==> config.mk <==
export PLATFORM = sky130hd
export DESIGN_NAME = scr_regop_unit
export DESIGN_NICKNAME = d
export VERILOG_FILES = /design/src/rtl/scr_regop_pkg.sv /design/src/rtl/scr_regop_alu.sv /design/src/rtl/scr_regop_file.sv /design/src/rtl/scr_regop_unit.sv
export SDC_FILE = /design/constraint.sdc
export NUM_CORES = 1
export LEC_CHECK = 0
export BUFFER_PORTS_ARGS = -buffer_cell sky130_fd_sc_hd__buf_2
export CORE_MARGIN = 2
export CORE_UTILIZATION = 35
export DETAILED_ROUTE_END_ITERATION = 12
export GPL_ROUTABILITY_DRIVEN = 0
export PLACE_DENSITY_LB_ADDON = 0.15
export REMOVE_ABC_BUFFERS = 1
export SYNTH_ARGS = -nofsm -noshare
export SYNTH_HDL_FRONTEND = slang
export SYNTH_SLANG_ARGS = --single-unit
==> constraint.sdc <==
create_clock -name clk -period 11.8 [get_ports clk]
set_clock_uncertainty 0.2 [all_clocks]
set_input_delay 1.77 -clock clk [delete_from_list [all_inputs] [get_ports clk]]
set_output_delay 1.77 -clock clk [all_outputs]
set_load 0.1 [all_outputs]
==> src/rtl/scr_regop_pkg.sv <==
package scr_regop_pkg;
  localparam int INSTR_W = 32;

  localparam logic [4:0] FORM_R_FROM_P = 5'b01101;
  localparam logic [4:0] FORM_P_FROM_R = 5'b01110;
  localparam logic [4:0] FORM_R_FROM_R = 5'b01111;
  localparam logic [7:0] OPC_FLAG_SET = 8'h58;
  localparam logic [7:0] OPC_FLAG_CLR = 8'h60;

  localparam int BIT_CARRY  = 10;
  localparam int BIT_TARGET = 9;
  localparam int BIT_ACK    = 6;
  localparam int BIT_ATN    = 3;
  localparam int BIT_USE_PIVOT = 23;

  typedef enum logic [2:0] {
    ALU_LOAD = 3'd0,
    ALU_SHL  = 3'd1,
    ALU_OR   = 3'd2,
    ALU_XOR  = 3'd3,
    ALU_AND  = 3'd4,
    ALU_SHR  = 3'd5,
    ALU_ADD  = 3'd6,
    ALU_ADDC = 3'd7
  } alu_op_t;

  typedef enum logic [1:0] {
    ST_IDLE  = 2'd0,
    ST_READ  = 2'd1,
    ST_WRITE = 2'd2
  } exec_st_t;
endpackage

==> src/rtl/scr_regop_alu.sv <==
module scr_regop_alu
  import scr_regop_pkg::*;
#(
  parameter int DATA_W = 8
) (
  input  alu_op_t           op_i,
  input  logic [DATA_W-1:0] a_i,
  input  logic [DATA_W-1:0] b_i,
  input  logic              cin_i,
  output logic [DATA_W-1:0] y_o,
  output logic              cout_o,
  output logic              cwr_o
);
  logic [DATA_W:0] sum;

  always_comb begin
    sum    = '0;
    y_o    = '0;
    cout_o = 1'b0;
    cwr_o  = 1'b0;
    unique case (op_i)
      ALU_LOAD: y_o = b_i;
      ALU_SHL: begin
        y_o    = {a_i[DATA_W-2:0], 1'b0};
        cout_o = a_i[DATA_W-1];
        cwr_o  = 1'b1;
      end
      ALU_OR:  y_o = a_i | b_i;
      ALU_XOR: y_o = a_i ^ b_i;
      ALU_AND: y_o = a_i & b_i;
      ALU_SHR: begin
        y_o    = {1'b0, a_i[DATA_W-1:1]};
        cout_o = a_i[0];
        cwr_o  = 1'b1;
      end
      ALU_ADD, ALU_ADDC: begin
        sum    = {1'b0, a_i} + {1'b0, b_i}
               + {{DATA_W{1'b0}}, (op_i == ALU_ADDC) & cin_i};
        y_o    = sum[DATA_W-1:0];
        cout_o = sum[DATA_W];
        cwr_o  = 1'b1;
      end
      default: y_o = b_i;
    endcase
  end
endmodule

==> src/rtl/scr_regop_file.sv <==
module scr_regop_file #(
  parameter int DATA_W = 8,
  parameter int ADDR_W = 7
) (
  input  logic              clk,
  input  logic              we_i,
  input  logic [ADDR_W-1:0] waddr_i,
  input  logic [DATA_W-1:0] wdata_i,
  input  logic [ADDR_W-1:0] raddr_a_i,
  output logic [DATA_W-1:0] rdata_a_o,
  input  logic [ADDR_W-1:0] raddr_b_i,
  output logic [DATA_W-1:0] rdata_b_o
);
  localparam int DEPTH = 1 << ADDR_W;

  logic [DATA_W-1:0] mem [DEPTH];

  always_ff @(posedge clk) begin
    if (we_i) mem[waddr_i] <= wdata_i;
    rdata_a_o <= mem[raddr_a_i];
    rdata_b_o <= mem[raddr_b_i];
  end
endmodule

==> src/rtl/scr_regop_unit.sv <==
module scr_regop_unit
  import scr_regop_pkg::*;
#(
  parameter int DATA_W = 8,
  parameter int ADDR_W = 7
) (
  input  logic                 clk,
  input  logic                 rst,
  input  logic                 start_i,
  input  logic [INSTR_W-1:0]   instr_i,
  input  logic [ADDR_W-1:0]    rd_addr_i,
  output logic [DATA_W-1:0]    rd_data_o,
  output logic                 done_o,
  output logic [DATA_W-1:0]    pivot_o,
  output logic                 carry_o,
  output logic                 target_o,
  output logic                 ack_o,
  output logic                 atn_o
);
  localparam int ADDR_LSB = 16;
  localparam int IMM_LSB  = 8;

  exec_st_t           state_q;
  logic [INSTR_W-1:0] instr_q;
  logic [DATA_W-1:0]  reg_val;
  logic [4:0]         form;
  logic [7:0]         opcode;
  logic               is_r_from_p, is_p_from_r, is_r_from_r, is_alu;
  logic [ADDR_W-1:0]  addr;
  logic [DATA_W-1:0]  imm, opnd_a, opnd_b, alu_y;
  logic               alu_cout, alu_cwr, file_we;

  assign form        = instr_q[31:27];
  assign opcode      = instr_q[31:24];
  assign addr        = instr_q[ADDR_LSB +: ADDR_W];
  assign imm         = instr_q[IMM_LSB +: DATA_W];
  assign is_r_from_p = (form == FORM_R_FROM_P);
  assign is_p_from_r = (form == FORM_P_FROM_R);
  assign is_r_from_r = (form == FORM_R_FROM_R);
  assign is_alu      = is_r_from_p | is_p_from_r | is_r_from_r;

  assign opnd_a  = is_r_from_p ? pivot_o : reg_val;
  assign opnd_b  = instr_q[BIT_USE_PIVOT] ? pivot_o : imm;
  assign file_we = (state_q == ST_WRITE) && (is_r_from_p || is_r_from_r);

  scr_regop_alu #(.DATA_W(DATA_W)) u_alu (
    .op_i   (alu_op_t'(instr_q[26:24])),
    .a_i    (opnd_a),
    .b_i    (opnd_b),
    .cin_i  (carry_o),
    .y_o    (alu_y),
    .cout_o (alu_cout),
    .cwr_o  (alu_cwr)
  );

  scr_regop_file #(.DATA_W(DATA_W), .ADDR_W(ADDR_W)) u_file (
    .clk       (clk),
    .we_i      (file_we),
    .waddr_i   (addr),
    .wdata_i   (alu_y),
    .raddr_a_i (addr),
    .rdata_a_o (reg_val),
    .raddr_b_i (rd_addr_i),
    .rdata_b_o (rd_data_o)
  );

  always_ff @(posedge clk) begin
    if (rst) begin
      state_q  <= ST_IDLE;
      instr_q  <= '0;
      done_o   <= 1'b0;
      pivot_o  <= '0;
      carry_o  <= 1'b0;
      target_o <= 1'b0;
      ack_o    <= 1'b0;
      atn_o    <= 1'b0;
    end else begin
      done_o <= 1'b0;
      unique case (state_q)
        ST_IDLE: if (start_i) begin
          instr_q <= instr_i;
          state_q <= ST_READ;
        end
        ST_READ: state_q <= ST_WRITE;
        ST_WRITE: begin
          state_q <= ST_IDLE;
          done_o  <= 1'b1;
          if (is_alu) begin
            if (is_p_from_r) pivot_o <= alu_y;
            if (alu_cwr)     carry_o <= alu_cout;
          end else if (opcode == OPC_FLAG_SET) begin
            if (instr_q[BIT_CARRY])  carry_o  <= 1'b1;
            if (instr_q[BIT_TARGET]) target_o <= 1'b1;
            if (instr_q[BIT_ACK])    ack_o    <= 1'b1;
            if (instr_q[BIT_ATN])    atn_o    <= 1'b1;
          end else if (opcode == OPC_FLAG_CLR) begin
            if (instr_q[BIT_CARRY])  carry_o  <= 1'b0;
            if (instr_q[BIT_TARGET]) target_o <= 1'b0;
            if (instr_q[BIT_ACK])    ack_o    <= 1'b0;
            if (instr_q[BIT_ATN])    atn_o    <= 1'b0;
          end
        end
        default: state_q <= ST_IDLE;
      endcase
    end
  end
endmodule

==> results.cfg <==
[detailed_routing]
wl_per_cell_um = 37.3
dr.pass1.iters = 6
post-route-drc-count = 0
vias = 32600
postRouteAntennaNets = 0
viasPerCell = 6.40
routed_wl_um = 190000
drt_iter0_drc = 4295

[layout]
layout_common_cells = 1,024 x edfxtp_1, 406 x mux4_2, 213 x nor2_1
drive_gt1_share_pct = 26.4
layout_commonest_cell = edfxtp_1
layout.nets = 3126
syn_to_final_growth_pct = 12.2
fin_util_pct = 39.4

[yosys]
yosysTopAreaCell = edfxtp_1
syn_area_sq_mm = 0.0511
async_reset_ff_share_pct = 0
synth_top_area_share_pct = 60.2
synth_area_leaders = edfxtp_1 60%, mux4_2 18%, mux2i_1 2.5%, dfxtp_1 2.2%, a221oi_1 1.8%
ys_types = 73
avgSynthCellArea_sq_um = 16.6
syn_inst = 3071
ys_warn_count = 0
synth_flop_cell = edfxtp_1
synth_edf_count = 1024
ys_ff_latch = 1081
ys_seq_area_share_pct = 62.4

[place]
place_hpwl_um = 120000
place_ws_ns = 5.69
port_buffers = 56

[worst_setup_path]
r2r-start = instr_q[31]
rr_worst_depth = 11
endpoint_kind = flop
critPathMaxStageDelay_ns = 0.83
critPathLaunch = instr_q[31]
crit_fanout = 96
cpMostUsedCell = fa_1
critPathSlowestCell = buf_4
arrival_ns = 5.63
r2r_setup_slack_ns = 6.36
worst-setup-path-type = reg -> reg
path_cells = nand2b_1 -> nor3_4 -> mux2_2 -> inv_1 -> fa_1 -> fa_1 -> nor2b_1 -> o311ai_0 -> o21ai_0 -> nor2_4 -> buf_4
crit_required_ns = 11.98
start_kind = flop
worst_r2r_endpoint = u_file.mem[58][2]

[sta]
fin_ws_ns = 6.36
hold_violations = 0
finalMaxSlewViolations = 0
clock.fmax_ghz = 0.184
tns_ns = 0
timing.final.crit_share_pct = 46.1
tightestPinTransition_ns = 1.29
rsz0062_at_grt = false
setup_viol = 0
holdWs_ns = 0.253
min_period_ns = 5.44
slew_headroom_pct = 13.7

[die]
die_x_um = 386
start_util_pct = 35.2
num_io_pins = 63
fp.coreArea_sq_mm = 0.145
die_area_sq_mm = 0.149
rows = 140
die_height_um = 386

[min_path]
min_path_cells = 2
min_from = target_o
hold_end = target_o
hold_path_class = reg -> reg

[cts]
hold_buffers = 0
cts_sinks = 1081
cts_tree = yes
cts-resized-gates = 0
clkLatencyLatePin_ns = 0.78
cts_made_buffers = 118
cts_max_level = 3
root_buffer = clkbuf_16
clk_pin_slew_worst_paths_ns = 0.06
cts_setup_buffers = 0
clock_path_buffers = 3

[flow_run]
cap_violations = 0

[power]
p_total_w = 0.00928
ir_drop_v = 0.000121
p_leak_nw = 17.6
power_density_mw_per_mm2 = 162

[status]
outcome = completed

[global_route]
grt_usage_pct = 25.2
grt_pass1_vias = 32300
grt_max_degree = 116
grt_pass1_wl_um = 262000
antenna_found_initial = 20
grt_overflow = 0
cells by family (layout without fill, tap and decap cells):
kind of cell	Yosys count	in the layout	share of synthesized area (%)
mux	621	621	22.3
compound gates	558	558	7.91
fa+ha+maj	18	18	0.470
other cells	0	3	0
flops	1081	1081	62.4
buf+inv	284	380	2.54
simple gates	509	509	4.38
where the power goes:
group / leakage (nW) / internal [W] / switching (W)
registers: 9.76 / 0.00438 / 0.0000350
logic: 5.98 / 0.000308 / 0.000767
clock network: 1.89 / 0.00218 / 0.00161
total: 17.6 / 0.00687 / 0.00241
Yosys cell counts, drive strengths merged (11+ instances only):
| master | count |
|---|---|
| inv | 28 |
| a221oi | 107 |
| mux2 | 86 |
| ha | 16 |
| dfxtp | 57 |
| nand2 | 159 |
| a21oi | 111 |
| mux4 | 406 |
| nor3 | 17 |
| a22o | 19 |
| a22oi | 92 |
| a221o | 24 |
| clkbuf | 110 |
| nor2b | 20 |
| mux2i | 129 |
| nand4 | 13 |
| nand2b | 13 |
| o22a | 12 |
| edfxtp | 1024 |
| o22ai | 25 |
| o211ai | 16 |
| o21ai | 68 |
| o2bb2ai | 11 |
| buf | 146 |
| nand3 | 24 |
| nor2 | 218 |
area by class of cell:
| type | count | area [sq um] |
|---|---|---|
| timing repair buffer | 131 | 941 |
| clock buffer | 144 | 3080 |
| clock inverter | 77 | 826 |
| multi-input combinational | 1706 | 18100 |
| fill | 13200 | 88000 |
| sequential | 1081 | 31900 |
| antenna | 3 | 7.51 |
| tap | 1917 | 2400 |
| inverter | 28 | 108 |
registers in the layout, indices dropped and copies added (netlist names):
signal / cells
done_o: 1
u_file.rdata_b_o: 8
ack_o: 1
state_q: 2
u_file.mem: 1024
atn_o: 1
target_o: 1
instr_q: 26
pivot_o: 8
u_file.rdata_a_o: 8
carry_o: 1
routing by layer:
layer | vias up | part of all wire (%) | GRT usage (%)
met3 | 405 | 10 | 5.72
li1 | 12800 | - | -
met5 | - | 0.053 | 0
met4 | 14 | 4.8 | 10.7
met2 | 2103 | 45 | 38.7
met1 | 17200 | 40 | 34.6
per-stage QoR:
step	cells	instance area, sq um
floorplan	2815	49900
CTS	5084	57300
global placement	4863	53400
finish	5087	57300
detailed placement	4863	53400
global route	5084	57300
worst max-delay path by stage:
stage                                      to  cells past startpoint
final                       u_file.mem[58][2]                     11
after global routing        u_file.mem[58][2]                     11
after CTS                    u_file.mem[3][2]                     11
after detailed placement  u_file.rdata_b_o[4]                      7
after global placement    u_file.rdata_b_o[6]                      7
after floorplan           u_file.rdata_a_o[0]                      7
critical path: cells and delay by family, from the launching register on:
family / cells / cell delay (ns)
adder cells (fa/ha/maj): 2 / 0.90
AO/OA/AOI/OAI: 2 / 0.54
multiplexers: 1 / 0.31
AND/OR/NAND/NOR: 4 / 1.63
flip-flops: 1 / 0.36
buffers and inverters: 2 / 0.93
Power figures use the tool's default switching activity.
